**src/rtl/lss_pkg.sv**
```systemverilog
package lss_pkg;

   typedef enum logic [2:0] {
      ST_BOOT,
      ST_SLV,
      ST_GAP,
      ST_ID,
      ST_RUN,
      ST_MANGLE
   } lss_state_e;

   // nibble written into the key model after type detection
   localparam logic [3:0] TYPE60_NIB = 4'h9;
   localparam logic [3:0] TYPE50_NIB = 4'h6;

   // selector transmission order: slot k sends this bit of the selector
   function automatic logic [1:0] id_order(input logic [1:0] slot);
      case (slot)
         2'd0:    id_order = 2'd3;
         2'd1:    id_order = 2'd0;
         2'd2:    id_order = 2'd1;
         default: id_order = 2'd2;
      endcase
   endfunction

endpackage

```
**src/rtl/lss_cycle_cnt.sv**
```systemverilog
module lss_cycle_cnt #(
   parameter int unsigned W = 5
) (
   input  logic         clk,
   input  logic         rst_n,
   input  logic         clr,
   input  logic [W-1:0] limit,
   output logic [W-1:0] count,
   output logic         last
);

   assign last = (count == limit);

   always_ff @(posedge clk or negedge rst_n) begin
      if (!rst_n)
         count <= '0;
      else if (clr || last)
         count <= '0;
      else
         count <= count + 1'b1;
   end

endmodule

```
**src/rtl/lss_seed_bank.sv**
```systemverilog
module lss_seed_bank #(
   parameter int unsigned NIB_W  = 4,
   parameter int unsigned SEED_N = 15,
   parameter logic [SEED_N*NIB_W-1:0] INIT = '0
) (
   input  logic                    clk,
   input  logic                    rst_n,
   input  logic                    load_en,
   input  logic [SEED_N*NIB_W-1:0] load_vec,
   input  logic                    patch_en,
   input  logic [NIB_W-1:0]        patch_pos,
   input  logic [NIB_W-1:0]        patch_val,
   input  logic [NIB_W-1:0]        rd_pos,
   output logic [NIB_W-1:0]        rd_nib,
   output logic [SEED_N*NIB_W-1:0] vec_q
);

   logic [NIB_W-1:0] nib_q [SEED_N];

   for (genvar i = 0; i < SEED_N; i++) begin : g_nib
      localparam logic [NIB_W-1:0] POS = NIB_W'(i + 1);

      always_ff @(posedge clk or negedge rst_n) begin
         if (!rst_n)
            nib_q[i] <= INIT[i*NIB_W +: NIB_W];
         else if (load_en)
            nib_q[i] <= load_vec[i*NIB_W +: NIB_W];
         else if (patch_en && patch_pos == POS)
            nib_q[i] <= patch_val;
      end

      assign vec_q[i*NIB_W +: NIB_W] = nib_q[i];
   end

   always_comb begin
      rd_nib = '0;
      for (int i = 0; i < SEED_N; i++)
         if (rd_pos == NIB_W'(i + 1))
            rd_nib = nib_q[i];
   end

endmodule

```
**src/rtl/lss_line_port.sv**
```systemverilog
module lss_line_port (
   input  logic mode_id,
   input  logic mode_data,
   input  logic dir,
   input  logic bit_val,
   input  logic line0_in,
   input  logic line1_in,
   output logic line0_out,
   output logic line0_oe,
   output logic line1_out,
   output logic line1_oe,
   output logic rx_bit
);

   logic drive0, drive1;

   assign drive0    = mode_id | (mode_data & dir);
   assign drive1    = mode_data & ~dir;
   assign line0_oe  = drive0;
   assign line1_oe  = drive1;
   assign line0_out = bit_val & drive0;
   assign line1_out = bit_val & drive1;
   assign rx_bit    = dir ? line1_in : line0_in;

endmodule

```
**src/rtl/lockout_stream_seq.sv**
```systemverilog
module lockout_stream_seq
   import lss_pkg::*;
#(
   parameter int unsigned NIB_W     = 4,
   parameter int unsigned SEED_N    = 15,
   parameter int unsigned BIT_CYC   = 15,
   parameter int unsigned PULSE_CYC = 3,
   parameter int unsigned SLV_CYC   = 4,
   parameter int unsigned GAP_CYC   = 16,
   parameter int unsigned DET_POS   = 2,
   parameter int unsigned SEL_POS   = 7,
   parameter logic [SEED_N*NIB_W-1:0] LOCK_INIT = 60'h89E16DF75B4F41B,
   parameter logic [SEED_N*NIB_W-1:0] KEY_INIT  = 60'hCED01E11F581A0F
) (
   input  logic                    clk,
   input  logic                    rst_n,
   input  logic                    line0_in,
   input  logic                    line1_in,
   output logic                    line0_out,
   output logic                    line0_oe,
   output logic                    line1_out,
   output logic                    line1_oe,
   output logic                    slave_rst,
   output logic                    mangle_req,
   input  logic                    mangle_ack,
   output logic [SEED_N*NIB_W-1:0] mangle_lock_o,
   output logic [SEED_N*NIB_W-1:0] mangle_key_o,
   input  logic [SEED_N*NIB_W-1:0] mangle_lock_i,
   input  logic [SEED_N*NIB_W-1:0] mangle_key_i,
   output logic                    key_known,
   output logic                    key_50hz,
   output logic                    key_invalid
);

   localparam int unsigned MAXC = (BIT_CYC > SLV_CYC)
                                  ? ((BIT_CYC > GAP_CYC) ? BIT_CYC : GAP_CYC)
                                  : ((SLV_CYC > GAP_CYC) ? SLV_CYC : GAP_CYC);
   localparam int unsigned CW   = $clog2(MAXC + 1);
   localparam logic [NIB_W-1:0] LAST_POS = NIB_W'(SEED_N);
   localparam logic [NIB_W-1:0] DPOS     = NIB_W'(DET_POS);

   if (NIB_W < 4)
      $error("NIB_W must be at least 4");
   if ((1 << NIB_W) - 1 != SEED_N)
      $error("SEED_N must equal 2**NIB_W - 1");
   if (PULSE_CYC == 0 || PULSE_CYC >= BIT_CYC)
      $error("PULSE_CYC must lie in 1..BIT_CYC-1");
   if (SLV_CYC == 0 || GAP_CYC == 0)
      $error("SLV_CYC and GAP_CYC must be non-zero");
   if (DET_POS < 1 || DET_POS > SEED_N || SEL_POS < 1 || SEL_POS > SEED_N)
      $error("DET_POS and SEL_POS must be valid seed positions");

   lss_state_e       st_q, st_d;
   logic [CW-1:0]    cnt, lim;
   logic             cnt_last;
   logic [1:0]       idb_q;
   logic [NIB_W-1:0] pos_q;
   logic             first_q, dir_q;
   logic [1:0]       mcnt_q;
   logic             known_q, hz_q, inv_q;

   logic [SEED_N*NIB_W-1:0] lock_vec, key_vec;
   logic [NIB_W-1:0] lock_nib, key_nib, sel_nib, det_val;
   logic             rx_bit, send_bit, id_bit, pulse_win;
   logic             sample, detect, ack_ok, mangle_done;

   // ---------------- phase counter ----------------
   always_comb begin
      case (st_q)
         ST_SLV:         lim = CW'(SLV_CYC - 1);
         ST_GAP:         lim = CW'(GAP_CYC - 1);
         ST_ID, ST_RUN:  lim = CW'(BIT_CYC - 1);
         default:        lim = '0;
      endcase
   end

   lss_cycle_cnt #(.W(CW)) i_cnt (
      .clk   (clk),
      .rst_n (rst_n),
      .clr   (st_d != st_q),
      .limit (lim),
      .count (cnt),
      .last  (cnt_last)
   );

   assign pulse_win   = (cnt < CW'(PULSE_CYC));
   assign sample      = (st_q == ST_RUN) && (cnt == CW'(PULSE_CYC - 1));
   assign detect      = sample && first_q && (pos_q == DPOS);
   assign ack_ok      = (st_q == ST_MANGLE) && mangle_ack;
   assign mangle_done = ack_ok && (mcnt_q == 2'd2);
   assign sel_nib     = mangle_key_i[(SEL_POS-1)*NIB_W +: NIB_W];
   assign det_val     = rx_bit ? NIB_W'(TYPE60_NIB) : NIB_W'(TYPE50_NIB);

   // ---------------- state sequencing ----------------
   always_comb begin
      st_d = st_q;
      case (st_q)
         ST_BOOT:   st_d = ST_SLV;
         ST_SLV:    if (cnt_last) st_d = ST_GAP;
         ST_GAP:    if (cnt_last) st_d = ST_ID;
         ST_ID:     if (cnt_last && idb_q == 2'd3) st_d = ST_RUN;
         ST_RUN:    if (cnt_last && pos_q == LAST_POS) st_d = ST_MANGLE;
         ST_MANGLE: if (mangle_done) st_d = ST_RUN;
         default:   st_d = ST_BOOT;
      endcase
   end

   always_ff @(posedge clk or negedge rst_n) begin
      if (!rst_n) begin
         st_q    <= ST_BOOT;
         idb_q   <= '0;
         pos_q   <= NIB_W'(1);
         first_q <= 1'b1;
         dir_q   <= 1'b0;
         mcnt_q  <= '0;
         known_q <= 1'b0;
         hz_q    <= 1'b0;
         inv_q   <= 1'b0;
      end else begin
         st_q <= st_d;
         if (st_q == ST_ID && cnt_last)
            idb_q <= idb_q + 1'b1;
         if (detect) begin
            known_q <= 1'b1;
            hz_q    <= ~rx_bit;
         end else if (sample && rx_bit != key_nib[0]) begin
            inv_q <= 1'b1;
         end
         if (st_q == ST_RUN && cnt_last) begin
            if (pos_q == LAST_POS)
               first_q <= 1'b0;
            else
               pos_q <= pos_q + 1'b1;
         end
         if (ack_ok) begin
            if (mangle_done) begin
               mcnt_q <= '0;
               dir_q  <= sel_nib[0];
               pos_q  <= (sel_nib == '0) ? NIB_W'(1) : sel_nib;
            end else begin
               mcnt_q <= mcnt_q + 1'b1;
            end
         end
      end
   end

   // ---------------- seed storage ----------------
   lss_seed_bank #(.NIB_W(NIB_W), .SEED_N(SEED_N), .INIT(LOCK_INIT)) i_lock_bank (
      .clk       (clk),
      .rst_n     (rst_n),
      .load_en   (ack_ok),
      .load_vec  (mangle_lock_i),
      .patch_en  (1'b0),
      .patch_pos ('0),
      .patch_val ('0),
      .rd_pos    (pos_q),
      .rd_nib    (lock_nib),
      .vec_q     (lock_vec)
   );

   lss_seed_bank #(.NIB_W(NIB_W), .SEED_N(SEED_N), .INIT(KEY_INIT)) i_key_bank (
      .clk       (clk),
      .rst_n     (rst_n),
      .load_en   (ack_ok),
      .load_vec  (mangle_key_i),
      .patch_en  (detect),
      .patch_pos (DPOS),
      .patch_val (det_val),
      .rd_pos    (pos_q),
      .rd_nib    (key_nib),
      .vec_q     (key_vec)
   );

   // ---------------- line drive ----------------
   assign id_bit = key_vec[id_order(idb_q)];

   always_comb begin
      case (st_q)
         ST_ID:   send_bit = id_bit & pulse_win;
         ST_RUN:  send_bit = lock_nib[0] & pulse_win;
         default: send_bit = 1'b0;
      endcase
   end

   lss_line_port i_port (
      .mode_id   (st_q == ST_ID),
      .mode_data ((st_q == ST_RUN) || (st_q == ST_MANGLE)),
      .dir       (dir_q),
      .bit_val   (send_bit),
      .line0_in  (line0_in),
      .line1_in  (line1_in),
      .line0_out (line0_out),
      .line0_oe  (line0_oe),
      .line1_out (line1_out),
      .line1_oe  (line1_oe),
      .rx_bit    (rx_bit)
   );

   assign slave_rst     = (st_q == ST_SLV);
   assign mangle_req    = (st_q == ST_MANGLE);
   assign mangle_lock_o = lock_vec;
   assign mangle_key_o  = key_vec;
   assign key_known     = known_q;
   assign key_50hz      = hz_q;
   assign key_invalid   = inv_q;

endmodule

```
**config.mk**
```make
export PLATFORM = sky130hd
export DESIGN_NAME = lockout_stream_seq
export DESIGN_NICKNAME = d
export VERILOG_FILES = /design/src/rtl/lss_pkg.sv /design/src/rtl/lss_cycle_cnt.sv /design/src/rtl/lss_seed_bank.sv /design/src/rtl/lss_line_port.sv /design/src/rtl/lockout_stream_seq.sv
export SDC_FILE = /design/constraint.sdc
export NUM_CORES = 1
export LEC_CHECK = 0
export BUFFER_PORTS_ARGS = -buffer_cell sky130_fd_sc_hd__buf_2
export CORE_MARGIN = 2
export CORE_UTILIZATION = 44
export CTS_CLUSTER_DIAMETER = 40
export DETAILED_ROUTE_END_ITERATION = 16
export PLACE_DENSITY_LB_ADDON = 0.3
export RECOVER_POWER = 50
export SETUP_SLACK_MARGIN = 0.5
export SLEW_MARGIN = 25
export SYNTH_ARGS = -nofsm -noshare
export SYNTH_HDL_FRONTEND = slang
export SYNTH_SLANG_ARGS = --single-unit
```
**constraint.sdc**
```tcl
create_clock -name clk -period 2.3 [get_ports clk]
set_input_delay 0.345 -clock clk [delete_from_list [all_inputs] [get_ports clk]]
set_output_delay 0.345 -clock clk [all_outputs]
set_load 0.005 [all_outputs]
```
==> flow_summary.toml <==
[clocking]
numCtsBuffers = 17
cts_tree = "built"
cts_max_level = 4
clk_pin_slew_ns = 0.06
clockRootBuffer = "clkbuf_16"
clock_path_buffers = 2
insertion_delay_ns = 0.42
cts.sinks = 141

[pwr]
peakVddDrop_uv = 487
leakagePower_nw = 5.56
pwr_density_cell_nw_per_um2 = 563

[synthesis]
netlist_area_um2 = 6440
synth.distinct_cells = 62
synthCells = 733
synth_nets = 868
synth.area.top_cells = "dfrtp_1, dfstp_2, nand2_1, clkbuf_1, ha_1"
synthArstFlopShare = 1.00
synth_edf_count = 0
synth.largest_area_cell = "dfrtp_1"
ys_ff_latch = 141
yosysSeqAreaShare = 0.560
ys_warn_count = 0
yosys.area.top_type_share = 0.299
avgSynthCellArea_um2 = 8.79
synth_ff_type = "dfrtp_1"

[hold_path]
hold_class = "in2reg"

[route]
drt_first_pass_iters = 5
vias = 6532
routed_via_density = 5.31
drtAntennaViolNets = 0
wl_per_cell_um = 19.1
drt-initial-drc-count = 446
routed_wirelength_um = 23600
drc_errors = 0

[sta]
clock.fmax_mhz = 360
worst_slack_ns = -0.477
clock_skew_ns = 0.00705
hold_ws_ns = 0.108
slew_violations = 0
hold_viol = 0
slew_headroom = 0.153
min_period_ns = 2.78
rsz0062_at_grt = "true"
period_share = 1.21
worstMarginPinSlew_ns = 1.27
setup-violations-final = 3

[cells_and_area]
drive_gt1_frac = 0.538
mostFrequentLayoutCells = "nand2_1, buf_2, dfrtp_1, nand2_2, dfstp_2"
syn2layout_area_growth_pct = 58.2
fill_cells = 1121
final_common_cell = "nand2_1"
final_nets = 1170
stdcell_count = 1230
antenna_cells = 0

[worst_setup_path]
crit_slowest_cell = "dfstp_2"
crit_fanout = 6
cp-end-kind = "output pin"
path_cells = "inv_2 -> ha_1 -> buf_4 -> nor4_1 -> o221ai_2 -> a211oi_2 -> buf_2"
worstSetupPathType = "reg2out"
crit_arrival_ns = 2.43
worst_setup_path_start_kind = "register"
cpPeakStageDelay_ns = 0.57
cp.required_ns = 1.96
ff2ff_setup_slack_ns = 0

[floorplan]
fp.dieH_um = 125
die_area_um2 = 15600
fp.dieW_um = 125
core-area_um2 = 14400
floorplan.initialDensity = 0.447
num_rows = 44
boundaryPins = 254

[global_route]
grt_max_degree = 63
grt_pass1_wl_um = 32300
grt_pass1_vias = 6277
antenna_found_initial = 0
track_usage = 0.262
overflow = 0

[placed_design]
hpwl_um = 13000
port_buffers = 253
place_congestion = 0.845
place_inst = 1150

[run]
maxCapViolCount = 0

[outcome]
violations = "negative setup slack"
status = "finished, violations left"
layout make-up:
type	instances	area, um2	area share
well taps	184	230	0.0226
flip-flops and latches	141	3610	0.355
clock inverters	10	186	0.0183
multi-input cells	535	3470	0.340
repair buffers	327	2190	0.215
clock buffers	20	457	0.0448
inverters	13	52.6	0.00516
cells in the mapped netlist (2+ instances only):
library cell  count
a31oi_1           5
buf_1             4
buf_2             5
ha_1             10
or3_1             2
a21oi_1          24
o221ai_1          2
dfstp_2          64
nand3b_1          6
and3_1            5
nor4_1            2
a211o_1           3
xnor2_1           3
and2b_1           2
nor3_1           12
a21o_1            3
a221oi_1          2
o2111ai_1         2
a211oi_1          4
clkbuf_1         34
o21ai_0          16
nor2b_1           7
inv_1            13
xor2_1            2
nor2_1            9
or2_1             2
mux2_2            4
nor3b_1           2
and4b_1           2
nand2b_1          5
nand3_1           8
nand2_1         357
dfrtp_1          77
nor4b_1           2
a221o_1           6
power breakdown:
part           internal (mW)  switching [mW]
registers               2.49         0.00428
clock network           1.97            1.06
logic                 0.0857           0.115
per-layer routing:
metal	routed length, um	track usage
met3	1990	0.0715
met4	645	0.108
met1	9150	0.334
met5	0	0
met2	11800	0.426
critical path: cells and delay by family (launching register included):
family / cells / cell delay (ns)
buffers and inverters: 3 / 0.37
flip-flops: 1 / 0.57
AO/OA/AOI/OAI: 2 / 0.46
AND/OR/NAND/NOR: 1 / 0.38
adder cells (fa/ha/maj): 1 / 0.22
metrics by stage:
stage | setup TNS (ns) | total power [mW] | worst slack (ns) | utilization | cell area [um2]
after floorplan | 0 | 2.55 | 0.172 | - | 6570
after global placement | -0.163 | 2.72 | -0.104 | 0.561 | 8090
after detailed placement | -0.263 | 2.72 | -0.154 | 0.561 | 8090
after CTS | -0.810 | 5.74 | -0.430 | 0.638 | 9210
after global routing | -1.95 | 5.92 | -0.580 | 0.707 | 10200
final | -0.910 | 5.74 | -0.477 | 0.707 | 10200
sequential cells by signal, indices dropped and copies added (netlist names), 2 cells and up:
register           cells
mcnt_q                 2
i_cnt.count            5
st_q                   3
i_key_bank.vec_q      60
i_lock_bank.vec_q     60
pos_q                  4
idb_q                  2
path summary, 6_finish.rpt:
check | from | to | cells after the start
max in group asynchronous | rst_n | pos_q[1] | 3
hold reg to reg | i_key_bank.vec_q[58] | i_key_bank.vec_q[58] | 2
setup reg to reg | pos_q[0] | i_key_bank.vec_q[7] | 7
setup / recovery | pos_q[0] | line0_out | 7
hold / removal | mangle_lock_i[23] | i_lock_bank.vec_q[23] | 3
min in group asynchronous | rst_n | st_q[1] | 2
cells by family (layout without fill, tap and decap cells):
logic type	count (synthesis)	count (layout)	synth area share
AND/OR/NAND/NOR	432	433	0.281
AO/OA/AOI/OAI	81	81	0.0847
XOR/XNOR	5	5	0.00680
flip-flops	141	141	0.560
buffers and inverters	58	370	0.0365
multiplexers	6	6	0.0120
adder cells (fa/ha/maj)	10	10	0.0194
what timing repair did:
item | CTS | global route
pin swaps | 20 | 85
endpoints found under the setup margin | 103 | 107
gates cloned | 3 | 12
hold endpoints to repair | 29 | 0
resized for setup | 54 | 205
hold buffers | 1 | 0
setup buffers | 15 | 19
Note: power is estimated with default switching activity, not from simulation.
